[src/rtl/lpm_rsm_pkg.sv]
package lpm_rsm_pkg;

  typedef enum logic [2:0] {
    ST_ACTIVE   = 3'd0,
    ST_L1       = 3'd1,
    ST_DEV_DRV  = 3'd2,
    ST_DEV_WAIT = 3'd3,
    ST_HST_DRV  = 3'd4,
    ST_HST_RW   = 3'd5,
    ST_SETTLE   = 3'd6
  } rsm_state_e;

endpackage

[src/rtl/lpm_hird_decode.sv]
module lpm_hird_decode #(
  parameter int HIRD_W       = 4,
  parameter int HIRD_BASE_US = 50,
  parameter int HIRD_STEP_US = 75,
  parameter int CNT_W        = 11
) (
  input  logic [HIRD_W-1:0] hird_i,
  output logic [CNT_W-1:0]  dur_o
);

  localparam logic [CNT_W-1:0] BASE_V = CNT_W'(HIRD_BASE_US);
  localparam logic [CNT_W-1:0] STEP_V = CNT_W'(HIRD_STEP_US);

  logic [CNT_W-1:0] code_ext;

  always_comb begin
    code_ext = {{(CNT_W-HIRD_W){1'b0}}, hird_i};
    dur_o    = BASE_V + STEP_V * code_ext;
  end

  always_comb begin
    a_dur_min_r6: assert (dur_o >= BASE_V);
  end

endmodule

[src/rtl/lpm_us_timer.sv]
module lpm_us_timer #(
  parameter int CNT_W = 11
) (
  input  logic             clk,
  input  logic             rst_n,
  input  logic             start_i,
  input  logic             run_i,
  input  logic             tick_i,
  input  logic [CNT_W-1:0] limit_i,
  output logic             expire_o
);

  logic [CNT_W-1:0] cnt_q, cnt_d;
  logic [CNT_W-1:0] lim_q, lim_d;
  logic             cnt_en;

  always_comb begin
    cnt_en = start_i | (run_i & tick_i);
    lim_d  = start_i ? limit_i : lim_q;
    if (start_i) cnt_d = '0;
    else         cnt_d = cnt_q + 1'b1;
  end

  always_ff @(posedge clk or negedge rst_n) begin
    if (!rst_n) begin
      cnt_q <= '0;
      lim_q <= '0;
    end else begin
      if (cnt_en)  cnt_q <= cnt_d;
      if (start_i) lim_q <= lim_d;
    end
  end

  assign expire_o = run_i & tick_i & (cnt_q == lim_q - 1'b1);

  p_cnt_below_lim_r3: assert property (@(posedge clk) disable iff (!rst_n)
    run_i |-> (cnt_q < lim_q));

endmodule

[src/rtl/lpm_rsm_ctrl.sv]
module lpm_rsm_ctrl
  import lpm_rsm_pkg::*;
#(
  parameter int CNT_W         = 11,
  parameter int DEV_DRIVE_US  = 50,
  parameter int HOST_RWAKE_US = 60,
  parameter int SETTLE_US     = 10
) (
  input  logic             clk,
  input  logic             rst_n,
  input  logic             role_host_i,
  input  logic             enter_l1_i,
  input  logic             rwake_tok_i,
  input  logic             res_req_i,
  input  logic             far_resume_i,
  input  logic [CNT_W-1:0] hird_dur_i,
  input  logic             expire_i,
  output logic             tmr_start_o,
  output logic             tmr_run_o,
  output logic [CNT_W-1:0] tmr_limit_o,
  output logic             drive_o,
  output logic             ready_o,
  output logic             irq_o
);

  localparam logic [CNT_W-1:0] DEV_LIM    = CNT_W'(DEV_DRIVE_US);
  localparam logic [CNT_W-1:0] RWAKE_LIM  = CNT_W'(HOST_RWAKE_US);
  localparam logic [CNT_W-1:0] SETTLE_LIM = CNT_W'(SETTLE_US);

  rsm_state_e state_q, state_d;
  logic       rwake_q, rwake_d;
  logic       seen_q, seen_d;
  logic       irq_q, irq_d;

  always_comb begin
    state_d     = state_q;
    rwake_d     = rwake_q;
    seen_d      = seen_q;
    irq_d       = 1'b0;
    tmr_start_o = 1'b0;
    tmr_limit_o = '0;
    unique case (state_q)
      ST_ACTIVE: begin
        if (enter_l1_i) begin
          state_d = ST_L1;
          rwake_d = rwake_tok_i;
        end
      end
      ST_L1: begin
        seen_d = 1'b0;
        if (res_req_i) begin
          tmr_start_o = 1'b1;
          if (role_host_i) begin
            state_d     = ST_HST_DRV;
            tmr_limit_o = hird_dur_i;
          end else begin
            state_d     = ST_DEV_DRV;
            tmr_limit_o = DEV_LIM;
          end
        end else if (far_resume_i) begin
          if (role_host_i && rwake_q) begin
            state_d     = ST_HST_RW;
            tmr_start_o = 1'b1;
            tmr_limit_o = RWAKE_LIM;
          end else if (!role_host_i) begin
            state_d = ST_DEV_WAIT;
            seen_d  = 1'b1;
          end
        end
      end
      ST_DEV_DRV: begin
        if (far_resume_i) seen_d = 1'b1;
        if (expire_i) state_d = ST_DEV_WAIT;
      end
      ST_DEV_WAIT: begin
        if (far_resume_i) seen_d = 1'b1;
        if (seen_q && !far_resume_i) begin
          state_d     = ST_SETTLE;
          tmr_start_o = 1'b1;
          tmr_limit_o = SETTLE_LIM;
        end
      end
      ST_HST_DRV, ST_HST_RW: begin
        if (expire_i) begin
          state_d     = ST_SETTLE;
          tmr_start_o = 1'b1;
          tmr_limit_o = SETTLE_LIM;
        end
      end
      ST_SETTLE: begin
        if (expire_i) begin
          state_d = ST_ACTIVE;
          irq_d   = 1'b1;
        end
      end
      default: state_d = ST_ACTIVE;
    endcase
  end

  always_ff @(posedge clk or negedge rst_n) begin
    if (!rst_n) begin
      state_q <= ST_ACTIVE;
      rwake_q <= 1'b0;
      seen_q  <= 1'b0;
      irq_q   <= 1'b0;
    end else begin
      state_q <= state_d;
      rwake_q <= rwake_d;
      seen_q  <= seen_d;
      irq_q   <= irq_d;
    end
  end

  always_comb begin
    tmr_run_o = (state_q == ST_DEV_DRV) || (state_q == ST_HST_DRV) ||
                (state_q == ST_HST_RW)  || (state_q == ST_SETTLE);
    drive_o   = (state_q == ST_DEV_DRV) || (state_q == ST_HST_DRV) ||
                (state_q == ST_HST_RW);
    ready_o   = (state_q == ST_ACTIVE);
    irq_o     = irq_q;
  end

  p_no_wake_without_perm_r8: assert property (@(posedge clk) disable iff (!rst_n)
    (state_q == ST_L1 && role_host_i && !rwake_q && !res_req_i) |=> (state_q == ST_L1));

  p_wait_needs_far_r4: assert property (@(posedge clk) disable iff (!rst_n)
    (state_q == ST_DEV_WAIT && !seen_q) |=> (state_q != ST_SETTLE));

  p_settle_follows_timed_r6: assert property (@(posedge clk) disable iff (!rst_n)
    $rose(state_q == ST_SETTLE) |-> $past(tmr_start_o));

endmodule

[src/rtl/lpm_resume_seq.sv]
module lpm_resume_seq #(
  parameter int HIRD_W        = 4,
  parameter int HIRD_BASE_US  = 50,
  parameter int HIRD_STEP_US  = 75,
  parameter int DEV_DRIVE_US  = 50,
  parameter int HOST_RWAKE_US = 60,
  parameter int SETTLE_US     = 10
) (
  input  logic              clk,
  input  logic              rst_n,
  input  logic              role_host_i,
  input  logic              enter_l1_i,
  input  logic              rwake_tok_i,
  input  logic              res_req_wr_i,
  input  logic [HIRD_W-1:0] hird_i,
  input  logic              far_resume_i,
  input  logic              tick_us_i,
  output logic              drive_resume_o,
  output logic              ready_o,
  output logic              resume_irq_o
);

  localparam int MAX_US = HIRD_BASE_US + HIRD_STEP_US * ((1 << HIRD_W) - 1);
  localparam int CNT_W  = $clog2(MAX_US + 1);

  logic [CNT_W-1:0] hird_dur;
  logic [CNT_W-1:0] tmr_limit;
  logic             tmr_start, tmr_run, tmr_expire;

  lpm_hird_decode #(
    .HIRD_W       (HIRD_W),
    .HIRD_BASE_US (HIRD_BASE_US),
    .HIRD_STEP_US (HIRD_STEP_US),
    .CNT_W        (CNT_W)
  ) u_dec (
    .hird_i (hird_i),
    .dur_o  (hird_dur)
  );

  lpm_us_timer #(
    .CNT_W (CNT_W)
  ) u_tmr (
    .clk      (clk),
    .rst_n    (rst_n),
    .start_i  (tmr_start),
    .run_i    (tmr_run),
    .tick_i   (tick_us_i),
    .limit_i  (tmr_limit),
    .expire_o (tmr_expire)
  );

  lpm_rsm_ctrl #(
    .CNT_W         (CNT_W),
    .DEV_DRIVE_US  (DEV_DRIVE_US),
    .HOST_RWAKE_US (HOST_RWAKE_US),
    .SETTLE_US     (SETTLE_US)
  ) u_ctrl (
    .clk          (clk),
    .rst_n        (rst_n),
    .role_host_i  (role_host_i),
    .enter_l1_i   (enter_l1_i),
    .rwake_tok_i  (rwake_tok_i),
    .res_req_i    (res_req_wr_i),
    .far_resume_i (far_resume_i),
    .hird_dur_i   (hird_dur),
    .expire_i     (tmr_expire),
    .tmr_start_o  (tmr_start),
    .tmr_run_o    (tmr_run),
    .tmr_limit_o  (tmr_limit),
    .drive_o      (drive_resume_o),
    .ready_o      (ready_o),
    .irq_o        (resume_irq_o)
  );

  p_drive_excl_ready_r6: assert property (@(posedge clk) disable iff (!rst_n)
    drive_resume_o |-> !ready_o);

  p_irq_on_rise_r10: assert property (@(posedge clk) disable iff (!rst_n)
    $rose(ready_o) |-> resume_irq_o);

  p_irq_only_on_rise_r10: assert property (@(posedge clk) disable iff (!rst_n)
    resume_irq_o |-> (ready_o && !$past(ready_o)));

  p_req_ignored_active_r9: assert property (@(posedge clk) disable iff (!rst_n)
    (ready_o && res_req_wr_i && !enter_l1_i) |=> ready_o);

  p_suspend_entry_r2: assert property (@(posedge clk) disable iff (!rst_n)
    (ready_o && enter_l1_i) |=> (!ready_o && !drive_resume_o));

endmodule

[config.mk]
export PLATFORM = sky130hd
export DESIGN_NAME = lpm_resume_seq
export DESIGN_NICKNAME = d
export VERILOG_FILES = /design/src/rtl/lpm_rsm_pkg.sv /design/src/rtl/lpm_hird_decode.sv /design/src/rtl/lpm_us_timer.sv /design/src/rtl/lpm_rsm_ctrl.sv /design/src/rtl/lpm_resume_seq.sv
export SDC_FILE = /design/constraint.sdc
export NUM_CORES = 1
export LEC_CHECK = 0
export ABC_CLOCK_PERIOD_IN_PS = 2700
export BUFFER_PORTS_ARGS = -buffer_cell sky130_fd_sc_hd__buf_2
export CAP_MARGIN = 20
export CORE_MARGIN = 2
export CORE_UTILIZATION = 55
export CTS_CLUSTER_DIAMETER = 60
export DETAILED_ROUTE_END_ITERATION = 8
export PLACE_DENSITY = 0.76
export SETUP_SLACK_MARGIN = 0.5
export SLEW_MARGIN = 20
export SYNTH_ARGS = -nofsm -noshare
export SYNTH_HDL_FRONTEND = slang
export SYNTH_SLANG_ARGS = --single-unit
[constraint.sdc]
create_clock -name clk -period 2.7 [get_ports clk]
set_clock_uncertainty 0.15 [all_clocks]
set_input_delay 0.27 -clock clk [delete_from_list [all_inputs] [get_ports clk]]
set_output_delay 0.27 -clock clk [all_outputs]
set_load 0.05 [all_outputs]
==> metrics.md <==
| Metric | Value |
|---|---|
| Multi-input gate area | `1860 um2` |
| Worst Max-Slew Pin Slew | `0.658 ns` |
| Asr flop ratio synth | `100%` |
| Max Cap Violations | `0` |
| Post-synthesis mux area share | `1.79%` |
| Clock-pin slew on the worst setup and hold paths | `0.11 ns` |
| Syn_area_per_cell | `8.52 um2` |
| Comb power frac | `63.8%` |
| Synth Area in Compound Gates | `13.8%` |
| R2R depth | `8` |
| Clock share of power | `9.6%` |
| Net Sw Frac | `45.2%` |
| Avg Vias per Cell | `6.05` |
| Layout Utilization | `78.7%` |
| Fin crit period | `2.45 ns` |
| FMAX | `407 MHz` |
| Reg2reg start | `u_tmr.lim_q[3]$_DFFE_PN0P_` |
| Post-Syn Instances | `279` |
| Largest net degree at the start of global routing | `29` |
| Initial Util | `58.1%` |
| Initial antenna violation count | `0` |
| CP endpoint kind | `register` |
| Post-DRT Antenna Nets | `0` |
| Hold Slack | `0.0767 ns` |
| Vias in the first global route | `2173` |
| Clk sinks | `28` |
| Synth Warn # | `0` |
| Port-buffer cells | `14` |
| Vias | `2275` |
| Layout fillers | `258` |
| RSZ-0062 raised after global routing | `true` |
| Yosys reg bits | `28` |
| WL/cell | `17.5 um` |
| Register area | `706 um2` |
| Startpoint types | `register` |
| Worst EP required | `2.71 ns` |
| GRT Total Usage | `27.1%` |
| First-pass GRT wire length | `10.7 mm` |
| Setup violators final | `0` |
| Critical Setup Path Class | `reg -> reg` |
| DIE WIDTH | `69.7 um` |
| TritonRoute pass-1 iters | `5` |
| Synth Net Count | `312` |
| Clk root buf | `clkbuf_8` |
| Worst-case clock buffer depth | `2` |
| Hold Crit Depth | `2` |
| Synth cell types | `52` |
| Period utilization | `90.9%` |
| Yosys top cell area share | `29.5%` |
| Post-synthesis adder-cell area fraction | `12.0%` |
| Share of layout cells above drive strength 1 | `35.9%` |
| Detailed placement HPWL | `4.33 mm` |
| CP arrival | `2.46 ns` |
| Post-synth top area cell | `dfrtp_1` |
| Peak supply drop | `379 uV` |
| Fin Setup TNS | `0 ns` |
| Final nets | `360` |
| H-tree depth | `1` |
| Sequential share of power | `26.6%` |
| Ant diodes | `0` |
| WL final | `6.57 mm` |
| Critical hold path startpoint | `rwake_tok_i` |
| Dominant synthesized flop cell | `dfrtp_1` |
| WHS Endpoint | `u_ctrl.rwake_q$_DFFE_PN0P_` |
| CTS tree | `built` |
| CTS Buf Count | `3` |
| Sequential-to-total area share from yosys stat | `29.5%` |
| Rel. slew slack | `56.1%` |
| Run status | `completed` |
| Synthesized-area fraction occupied by and/or/nand/nor cells | `25.0%` |
| Final Hold Vio Count | `0` |
| Synth top area cells | `dfrtp_1, xnor2_1, ha_1` |
| Crit Reg-Reg Endpoint | `u_tmr.lim_q[7]$_DFFE_PN0P_` |
| Slew Limit Fails | `0` |
| PD cells | `893 nW/um2` |
| R2r setup slk | `0.25 ns` |
| Latest clock arrival within the worst-skew pair | `0.28 ns` |
| Overflow after GRT | `0` |
| Hold Crit Class | `in -> reg` |
| Mapped Area | `2380 um2` |
| Die ar. | `4860 um2` |
| Starting DRC count in detailed routing | `208` |
| FP Rows | `23` |
| Ports | `15` |
| Die height | `69.7 um` |
| Core ar. | `4090 um2` |
| Area grow syn2layout | `35.4%` |
| Sw Pwr | `0.00130 W` |
| Placer Congestion | `0.871` |
| Post-Synth XOR/XNOR Area | `12.5%` |
| Highest net fanout along the worst path | `5` |
| P_int | `0.00158 W` |
| Drc violations | `0` |
| Leak | `1.31 nW` |
| Largest family of logic cells by synthesized area | `simple AND/OR/NAND/NOR gates` |
| Post-synth EDFFs | `0` |
[synthesized netlist by cell type, types with 2 or more instances]
cell type	number
o21ai_0	12
nor2_1	18
buf_2	2
nor2b_1	3
nand2_1	33
nor4b_1	2
clkbuf_1	7
o21ai_1	3
mux2_2	2
o32ai_1	2
a31oi_1	2
fa_1	3
nand4_1	2
ha_1	18
mux2i_1	2
o22ai_1	3
nor4_1	4
nand2b_1	3
a21oi_1	7
nor4_4	2
xor2_1	7
nor3_1	18
inv_1	19
nand3_1	10
o21bai_1	5
dfrtp_1	28
o21a_1	2
xnor2_1	27
or2_2	3
or3_1	7
and3_1	2
[sequential cells by signal, indices dropped and copies added, names as in the netlist]
register        cells
u_ctrl.irq_o        1
u_ctrl.seen_q       1
u_tmr.lim_q        11
u_tmr.cnt_q        11
u_ctrl.state_q      3
u_ctrl.rwake_q      1
[how the worst max path moves through the flow]
stage	end	cells after the start	from
after CTS	u_tmr.lim_q[3]$_DFFE_PN0P_	9	u_tmr.lim_q[0]$_DFFE_PN0P_
after detailed placement	u_tmr.lim_q[3]$_DFFE_PN0P_	10	hird_i[2]
after floorplan	u_tmr.lim_q[3]$_DFFE_PN0P_	9	hird_i[2]
after global routing	u_tmr.lim_q[0]$_DFFE_PN0P_	8	u_tmr.lim_q[3]$_DFFE_PN0P_
final	u_tmr.lim_q[7]$_DFFE_PN0P_	8	u_tmr.lim_q[3]$_DFFE_PN0P_
after global placement	u_tmr.lim_q[3]$_DFFE_PN0P_	10	hird_i[2]
[area by class of cell]
class,instances,area share [%]
Tap cell,50,1.94
Inverter,19,2.68
Sequential cell,28,21.9
Multi-Input combinational cell,221,57.8
Clock buffer,4,1.71
Timing Repair Buffer,54,14.0
[metal layers]
layer	up-vias	routed length, um	GRT usage (%)
met1	1096	2770	36.8
met3	16	333	1.74
li1	1069	-	-
met2	94	3290	46.2
met4	0	171	8.97
met5	-	0	0
[cells by family after synthesis]
family | after synthesis
AND/OR/NAND/NOR | 113
XOR/XNOR | 34
adder cells (fa/ha/maj) | 21
multiplexers | 4
buffers and inverters | 30
flip-flops | 28
AO/OA/AOI/OAI | 49
[critical path, cell delays in order, from the launching register on]
cell	delay [ns]
dfrtp_2	0.48
or3_4	0.42
or3_4	0.36
a21oi_4	0.20
nor3_4	0.07
nor4_4	0.25
buf_6	0.20
buf_6	0.13
o32ai_1	0.07
[timing repair]
action	4_1_cts	5_1_grt
setup buffers	17	5
gates cloned	2	0
hold endpoints to repair	28	0
gates resized for setup	40	13
setup endpoints to repair	26	26
pin swaps	22	8
hold buffers	1	0
[metrics by stage]
step	cell area [um2]	setup slack [ns]	instances	power, W
2_1_floorplan	2520	0.0963	279	0.00176
3_3_place_gp	2690	-0.121	347	0.00201
3_5_place_dp	2690	-0.164	347	0.00205
4_1_cts	3110	0.311	371	0.00265
5_1_grt	3220	0.178	376	0.00304
6_report	3220	0.245	376	0.00287
[power by group through the flow]
stage	sequential, W	combinational, W	clock [W]
floorplan	0.000688	0.00107	0
global placement	0.000756	0.00125	0
detailed placement	0.000767	0.00128	0
CTS	0.000751	0.00162	0.000275
global route	0.000783	0.00197	0.000290
finish	0.000765	0.00183	0.000276
[cells in the final DEF, fill, tap and decap left out, types with 3 or more instances in the layout]
cell type,n
dfrtp_2,4
ha_1,12
nand2_1,33
ha_4,5
buf_2,13
inv_2,3
o21ai_0,6
o22ai_1,3
o21ai_1,9
or3_1,4
xnor2_1,27
nor2_1,16
xor2_1,7
or3_4,3
clkbuf_8,4
buf_4,29
a21oi_1,4
nor3_1,6
o21bai_1,5
nor3_2,11
buf_6,7
inv_1,14
dfrtp_1,24
a21oi_2,3
nand2b_1,3
nand3_1,10
(Power assumes the default switching activity.)
